**src/rtl/sdclk_pkg.sv**
```systemverilog
package sdclk_pkg;
  localparam int CODE_W   = 8;
  localparam int RATIO_W  = CODE_W + 1;
  localparam int REG_W    = 16;
  localparam int EN_BIT   = 0;
  localparam int STB_BIT  = 1;
  localparam int CEN_BIT  = 2;
  localparam int CODE_LSB = 8;

  // Code to ratio: 0 -> 1, 3 -> 3, single-bit code c -> 2c, anything else -> max.
  function automatic logic [RATIO_W-1:0] code_to_ratio(input logic [CODE_W-1:0] code);
    if (code == '0)
      return RATIO_W'(1);
    else if (code == CODE_W'(3))
      return RATIO_W'(3);
    else if ($countones(code) == 1)
      return {code, 1'b0};
    else
      return RATIO_W'(1) << CODE_W;
  endfunction

  // Number of base cycles the divided clock stays high per period.
  function automatic logic [RATIO_W-1:0] high_len(input logic [RATIO_W-1:0] ratio);
    if (ratio == RATIO_W'(3))
      return RATIO_W'(1);
    else
      return ratio >> 1;
  endfunction
endpackage

```
**src/rtl/sdclk_reg.sv**
```systemverilog
module sdclk_reg
  import sdclk_pkg::*;
#(
  parameter int STABLE_CYCLES = 16
) (
  input  logic              clk,
  input  logic              rst_n,
  input  logic              wr_en,
  input  logic [REG_W-1:0]  wr_data,
  output logic [CODE_W-1:0] code_o,
  output logic              int_en_o,
  output logic              card_en_o,
  output logic              stable_o
);
  localparam int CNT_W = $clog2(STABLE_CYCLES + 1);

  logic [CODE_W-1:0] code_q, code_d;
  logic              int_en_q, int_en_d;
  logic              card_en_q, card_en_d;
  logic              stable_q, stable_d;
  logic [CNT_W-1:0]  cnt_q, cnt_d;
  logic              restart;
  logic              ce;

  always_comb begin
    code_d    = code_q;
    int_en_d  = int_en_q;
    card_en_d = card_en_q;
    stable_d  = stable_q;
    cnt_d     = cnt_q;
    restart   = 1'b0;
    if (wr_en) begin
      code_d    = wr_data[CODE_LSB +: CODE_W];
      int_en_d  = wr_data[EN_BIT];
      card_en_d = wr_data[CEN_BIT];
      restart   = !wr_data[EN_BIT] || (wr_data[CODE_LSB +: CODE_W] != code_q);
    end
    if (restart) begin
      cnt_d    = '0;
      stable_d = 1'b0;
    end else if (int_en_q && !stable_q) begin
      cnt_d = cnt_q + CNT_W'(1);
      if (cnt_q == CNT_W'(STABLE_CYCLES - 1))
        stable_d = 1'b1;
    end
  end

  assign ce = wr_en || (int_en_q && !stable_q);

  always_ff @(posedge clk or negedge rst_n) begin
    if (!rst_n) begin
      code_q    <= '0;
      int_en_q  <= 1'b0;
      card_en_q <= 1'b0;
      stable_q  <= 1'b0;
      cnt_q     <= '0;
    end else if (ce) begin
      code_q    <= code_d;
      int_en_q  <= int_en_d;
      card_en_q <= card_en_d;
      stable_q  <= stable_d;
      cnt_q     <= cnt_d;
    end
  end

  assign code_o    = code_q;
  assign int_en_o  = int_en_q;
  assign card_en_o = card_en_q;
  assign stable_o  = stable_q;
endmodule

```
**src/rtl/sdclk_div.sv**
```systemverilog
module sdclk_div
  import sdclk_pkg::*;
(
  input  logic               clk,
  input  logic               rst_n,
  input  logic               run,
  input  logic [RATIO_W-1:0] ratio,
  output logic               div_q,
  output logic               div_nxt
);
  logic [CODE_W-1:0]  cnt_q, cnt_d;
  logic [RATIO_W-1:0] last;
  logic [RATIO_W-1:0] half;

  assign last = ratio - RATIO_W'(1);
  assign half = high_len(ratio);

  always_comb begin
    if (!run)
      cnt_d = '0;
    else if ({1'b0, cnt_q} >= last)
      cnt_d = '0;
    else
      cnt_d = cnt_q + CODE_W'(1);
    div_nxt = run && ({1'b0, cnt_d} < half);
  end

  always_ff @(posedge clk or negedge rst_n) begin
    if (!rst_n) begin
      cnt_q <= '0;
      div_q <= 1'b0;
    end else begin
      cnt_q <= cnt_d;
      div_q <= div_nxt;
    end
  end
endmodule

```
**src/rtl/sdclk_gate.sv**
```systemverilog
module sdclk_gate (
  input  logic clk,
  input  logic rst_n,
  input  logic run,
  input  logic bypass,
  input  logic div_q,
  input  logic div_nxt,
  output logic card_clk
);
  logic en_q, en_d;
  logic en_n;

  // Divided path: the enable may only move on an edge where the clock goes or stays low.
  assign en_d = div_nxt ? en_q : run;

  always_ff @(posedge clk or negedge rst_n) begin
    if (!rst_n)
      en_q <= 1'b0;
    else
      en_q <= en_d;
  end

  // Undivided path: the enable changes on the falling edge, during the low phase.
  always_ff @(negedge clk or negedge rst_n) begin
    if (!rst_n)
      en_n <= 1'b0;
    else
      en_n <= run && bypass;
  end

  assign card_clk = bypass ? (clk & en_n) : (div_q & en_q);
endmodule

```
**src/rtl/sdclk_ctrl.sv**
```systemverilog
module sdclk_ctrl
  import sdclk_pkg::*;
#(
  parameter int STABLE_CYCLES = 16
) (
  input  logic             clk,
  input  logic             rst_n,
  input  logic             wr_en,
  input  logic [REG_W-1:0] wr_data,
  output logic [REG_W-1:0] rd_data,
  output logic             card_clk
);
  logic [1:0]         rst_sync;
  logic               rst_sync_n;
  logic [CODE_W-1:0]  code;
  logic               int_en;
  logic               card_en;
  logic               stable;
  logic [RATIO_W-1:0] ratio;
  logic               div_q;
  logic               div_nxt;

  always_ff @(posedge clk or negedge rst_n) begin
    if (!rst_n)
      rst_sync <= 2'b00;
    else
      rst_sync <= {rst_sync[0], 1'b1};
  end
  assign rst_sync_n = rst_sync[1];

  sdclk_reg #(.STABLE_CYCLES(STABLE_CYCLES)) u_reg (
    .clk       (clk),
    .rst_n     (rst_sync_n),
    .wr_en     (wr_en),
    .wr_data   (wr_data),
    .code_o    (code),
    .int_en_o  (int_en),
    .card_en_o (card_en),
    .stable_o  (stable)
  );

  assign ratio = code_to_ratio(code);

  sdclk_div u_div (
    .clk     (clk),
    .rst_n   (rst_sync_n),
    .run     (int_en),
    .ratio   (ratio),
    .div_q   (div_q),
    .div_nxt (div_nxt)
  );

  sdclk_gate u_gate (
    .clk      (clk),
    .rst_n    (rst_sync_n),
    .run      (int_en && card_en),
    .bypass   (ratio == RATIO_W'(1)),
    .div_q    (div_q),
    .div_nxt  (div_nxt),
    .card_clk (card_clk)
  );

  always_comb begin
    rd_data                      = '0;
    rd_data[CODE_LSB +: CODE_W]  = code;
    rd_data[EN_BIT]              = int_en;
    rd_data[STB_BIT]             = stable;
    rd_data[CEN_BIT]             = card_en;
  end
endmodule

```
**config.mk**
```make
export PLATFORM = sky130hd
export DESIGN_NAME = sdclk_ctrl
export DESIGN_NICKNAME = d
export VERILOG_FILES = /design/src/rtl/sdclk_pkg.sv /design/src/rtl/sdclk_reg.sv /design/src/rtl/sdclk_div.sv /design/src/rtl/sdclk_gate.sv /design/src/rtl/sdclk_ctrl.sv
export SDC_FILE = /design/constraint.sdc
export NUM_CORES = 1
export LEC_CHECK = 0
export BUFFER_PORTS_ARGS = -buffer_cell sky130_fd_sc_hd__buf_2
export CORE_MARGIN = 8
export CORE_UTILIZATION = 54
export CTS_CLUSTER_SIZE = 40
export DETAILED_ROUTE_END_ITERATION = 16
export PLACE_DENSITY_LB_ADDON = 0.05
export SLEW_MARGIN = 20
export SYNTH_ARGS = -nofsm -noshare
export SYNTH_HDL_FRONTEND = slang
export SYNTH_SLANG_ARGS = --single-unit
```
**constraint.sdc**
```tcl
create_clock -name clk -period 5.9 [get_ports clk]
set_input_delay 0.295 -clock clk [delete_from_list [all_inputs] [get_ports clk]]
set_output_delay 0.295 -clock clk [all_outputs]
set_load 0.02 [all_outputs]
```
[Yosys cells after proc, flatten, opt, wreduce, memory -nomap -nowiden]
Cells that the tools add are included.
Word-level totals
  register bits: 29
  input port bits: 19
  output and inout port bits: 17
  word-level logic and storage cells: 57
Operators by class
  $add $sub $neg: 10
  order comparisons: 2
  equality and inequality tests: 6
  muxes and demuxes: 13
  bitwise operators: 2
  reduce and logical (&&, ||, !) cells: 14
Operator list (number)
  9-bit two-way mux: 3
  8-bit two-way mux: 3
  5-bit two-way mux: 2
  9-bit by 1-bit == test with 1-bit output, second input constant: 1
  9-bit by 2-bit == test with 1-bit output, second input constant: 1
  8-bit by 9-bit greater-or-equal comparator with 1-bit output: 1
  8-bit by 9-bit < comparator with 1-bit output: 1
  9-bit by 1-bit subtractor with 9-bit output, second input constant: 1
  1-bit by 1-bit adder with 2-bit output: 4
  8-bit by 1-bit adder with 8-bit output, second input constant: 1
  8-bit by 2-bit == test with 1-bit output, second input constant: 1
  8-bit zero test: 1
  8-bit != test: 1
  2-bit by 2-bit adder with 3-bit output: 2
  5-bit by 1-bit adder with 5-bit output, second input constant: 1
  5-bit by 4-bit == test with 1-bit output, second input constant: 1
  1-bit two-way mux: 5
  3-bit by 3-bit adder with 4-bit output: 1
  4-bit by 1-bit == test with 1-bit output, second input constant: 1
  1-bit logical AND: 4
  2-bit AND reduction: 2
  2-bit nonzero test: 2
  3-bit AND reduction: 1
  1-bit AND: 2
  2 further kinds: 4

[Longest topological paths before layout]
  depth in word-level cells: 13
  gate-level depth with buffers: 31
  depth with buffers taken out: 30

[Hierarchy]
From an unflattened synthesis, not the netlist that was laid out.
Unflattened totals
  cells, all modules: 219
  area, all modules: 2178.3 um2
Modules (own cells, without submodules)
  sdclk_div: instances 1, cells an instance 101, area an instance 898.4 um2, seq. area each 225.2 um2
  sdclk_reg: instances 1, cells an instance 58, area an instance 743.2 um2, seq. area each 400.4 um2
  sdclk_ctrl: instances 1, cells an instance 53, area an instance 451.7 um2, seq. area each 50.0 um2
  sdclk_gate: instances 1, cells an instance 7, area an instance 85.1 um2, seq. area each 50.0 um2

==> results_dict.tcl <==
set metrics [dict create \
    grt_pass1_vias 1924 \
    final_common_cell "buf_4" \
    crit_slowest_cell "fa_2" \
    cp_common_cell "fa_1" \
    postSynth.asyncResetShare_pct 100 \
    numPortBuffers 24 \
    synth_warnings 0 \
    violations "setup timing" \
    hpwl_um 3780 \
    grt.overflow.total 0 \
    hold_viol 0 \
    yosysSeqAreaShare_pct 33.6 \
    status "complete, but fails checks" \
    syn_area_um2 2160 \
    final_net_count 340 \
    critPathMaxStageDelay_ps 530 \
    initial_utilization_pct 55.2 \
    ys_types 45 \
    clkLatencyLatePin_ps 410 \
    dpl_cell_area_um2 2510 \
    rows 23 \
    drtPass1Iterations 5 \
    grt_pass1_wl_um 8820 \
    wl_per_cell_um 15.7 \
    netSwitchingFraction_pct 39.0 \
    chipHeight_um 79.3 \
    dieArea_um2 6280 \
    drive_gt1_share_pct 38.9 \
    synth.avg_cell_area_um2 9.32 \
    hp-class "input pin to register" \
    vias_per_cell 5.36 \
    place_ws_ps -858 \
    clock_skew_ps 22.2 \
    clkSlewWorstSetupHoldPaths_ps 70 \
    critPathLaunchType "register" \
    drt_iter0_drc 58 \
    core_area_um2 3910 \
    grt_antenna_before_repair 0 \
    critPathMaxFanout 2 \
    grt_max_degree 27 \
    final-instance-count-excl-fill 343 \
    synthFlopType "dfrtp_1" \
    p_per_area_nw_per_um2 331 \
    maxSlewViolCount 0 \
    final_util_pct 73.4 \
    cp_data_required_time_ps 3210 \
    die_w_um 79.3 \
    p_comb_share_pct 52.2 \
    crit_path_end_kind "register" \
    grt_use_total_pct 18.0 \
    setup_viol 3 \
    tritoncts "done" \
    mostFrequentLayoutCells "buf_4, buf_2, dfrtp_1, nand2_1, ha_1" \
    arrival_ps 3950 \
    wirelength_um 5400 \
    place.gp.congestion 0.806 \
    synth_edf_count 0 \
    rsz0062_at_grt "yes" \
    design_area_um2 2870 \
    drc 0 \
    area_delta_synth_final_pct 32.9 \
    p_switching_w 0.000371 \
    cap_violations 0 \
    peakVddDrop_v 0.000162 \
    diodes 0 \
    syn_inst 232 \
    dp.cells 322 \
    crit_chain "inv_4 -> fa_1 -> fa_1 -> fa_1 -> inv_1 -> ha_2 -> inv_2 -> fa_2 -> nand2_2 -> o41ai_4 -> a22oi_1 -> a21o_1 -> ha_2 -> nand3_2 -> nor2_1" \
    synth_seq_cells 29 \
    p_clk_share_pct 23.0 \
    layout_setup_ws_ps -735 \
    detail-route-antenna-nets 0 \
    power_leakage_nw 1.41 \
    ios 36 \
    internal_power_w 0.000579 \
    path_class "register to register" \
    pwr-share-seq_pct 24.8 \
    via_count 1840 \
]
[sequential cells by signal (all words and copies together) (netlist names)]
signal           flops
u_div.div_q          1
u_div.cnt_q          8
rst_sync             2
u_gate.en_q          1
u_reg.cnt_q          5
u_reg.card_en_o      1
u_gate.en_n          1
u_reg.code_o         8
u_reg.int_en_o       1
u_reg.stable_o       1
[cells by family (layout without fill, tap and decap cells)]
| logic type | after synthesis | count (layout) | synth area share (%) |
|---|---|---|---|
| XOR/XNOR | 19 | 19 | 7.70 |
| buffers and inverters | 36 | 93 | 7.99 |
| flip-flops | 29 | 29 | 33.6 |
| other | 2 | 6 | 0.347 |
| AND/OR/NAND/NOR | 69 | 69 | 15.6 |
| multiplexers | 5 | 5 | 2.49 |
| AO/OA/AOI/OAI | 43 | 43 | 14.2 |
| adder cells (fa/ha/maj) | 29 | 29 | 18.2 |
[critical path, delay by kind of cell, from the launching register on]
kind | cells | cell delay, ps
simple gates | 3 | 170
compound gates | 3 | 560
buf+inv | 3 | 170
flops | 1 | 420
fa+ha+maj | 6 | 2220
[power by group through the flow]
stage	Combinational, W	Clock, W	Sequential [W]
finish	0.000496	0.000218	0.000236
CTS	0.000458	0.000220	0.000235
floorplan	0.000283	0.00000311	0.000245
global placement	0.000410	0.00000449	0.000238
detailed placement	0.000417	0.00000449	0.000239
global route	0.000553	0.000236	0.000239
[final cells by class]
cell class | instances | area [µm²]
well taps | 50 | 62.6
repair buffers | 60 | 404
flip-flops and latches | 29 | 729
clock buffers | 9 | 115
inverters | 21 | 81.3
clock inverters | 3 | 17.5
multi-input cells | 171 | 1460
fillers | 291 | 1040
[metrics by stage]
step	hold WS (ps)	TNS, ps	power, W
floorplan	-0.591	-2080	0.000532
global placement	81.5	-2010	0.000652
detailed placement	83.1	-2320	0.000660
CTS	135	-1810	0.000913
global route	126	-2580	0.00103
finish	138	-1880	0.000950
[worst paths after layout]
kind	startpoint	end	slack (ps)	cells after the start
setup / recovery	u_reg.code_o[1]$_DFFE_PN0P_	u_gate.en_n$_DFF_NN0_	-740	15
hold / removal	wr_data[2]	u_reg.card_en_o$_DFFE_PN0P_	140	2
setup reg to reg	u_reg.code_o[1]$_DFFE_PN0P_	u_gate.en_n$_DFF_NN0_	-740	15
hold reg to reg	rst_sync[1]$_DFF_PN0_	u_reg.int_en_o$_DFFE_PN0P_	300	1
max in group asynchronous	rst_sync[1]$_DFF_PN0_	u_gate.en_n$_DFF_NN0_	2900	0
min in group asynchronous	rst_n	rst_sync[0]$_DFF_PN0_	220	2
[metal layers]
layer	vias to the layer above	routed length, µm	GRT usage [%]
met5	-	0	0
met4	0	72	5.93
met3	7	184	6.32
met2	33	2780	29.0
met1	894	2360	21.8
li1	906	-	-
[cell usage after synthesis (2+ instances only)]
| cell type | count | area [µm²] |
|---|---|---|
| nand2_1 | 23 | 86.3 |
| a21oi_1 | 12 | 60.1 |
| clkbuf_1 | 6 | 22.5 |
| nand4_1 | 3 | 18.8 |
| a211oi_1 | 2 | 15.0 |
| a31oi_1 | 3 | 18.8 |
| o21ai_0 | 10 | 50.1 |
| fa_1 | 4 | 80.1 |
| dfrtp_1 | 28 | 701 |
| xnor2_1 | 5 | 43.8 |
| nand2b_1 | 3 | 18.8 |
| inv_1 | 21 | 78.8 |
| nor4_1 | 2 | 12.5 |
| nand3_1 | 10 | 50.1 |
| and2_1 | 2 | 12.5 |
| ha_1 | 25 | 313 |
| nor2_1 | 17 | 63.8 |
| buf_4 | 8 | 60.1 |
| and3_1 | 2 | 12.5 |
| a21o_1 | 3 | 22.5 |
| or3_1 | 2 | 12.5 |
| conb_1 | 2 | 7.51 |
| mux2i_1 | 2 | 20.0 |
| mux2_2 | 3 | 33.8 |
| xor2_1 | 14 | 123 |
[repair_timing]
action                     CTS  global route
hold endpoints to repair     2             0
hold buffers                 1             0
gates resized for setup     21            16
cloned                       1             0
pin swaps                   22            16
setup buffers                6             3
setup endpoints to repair    3             3
Power figures use the tool's default switching activity.
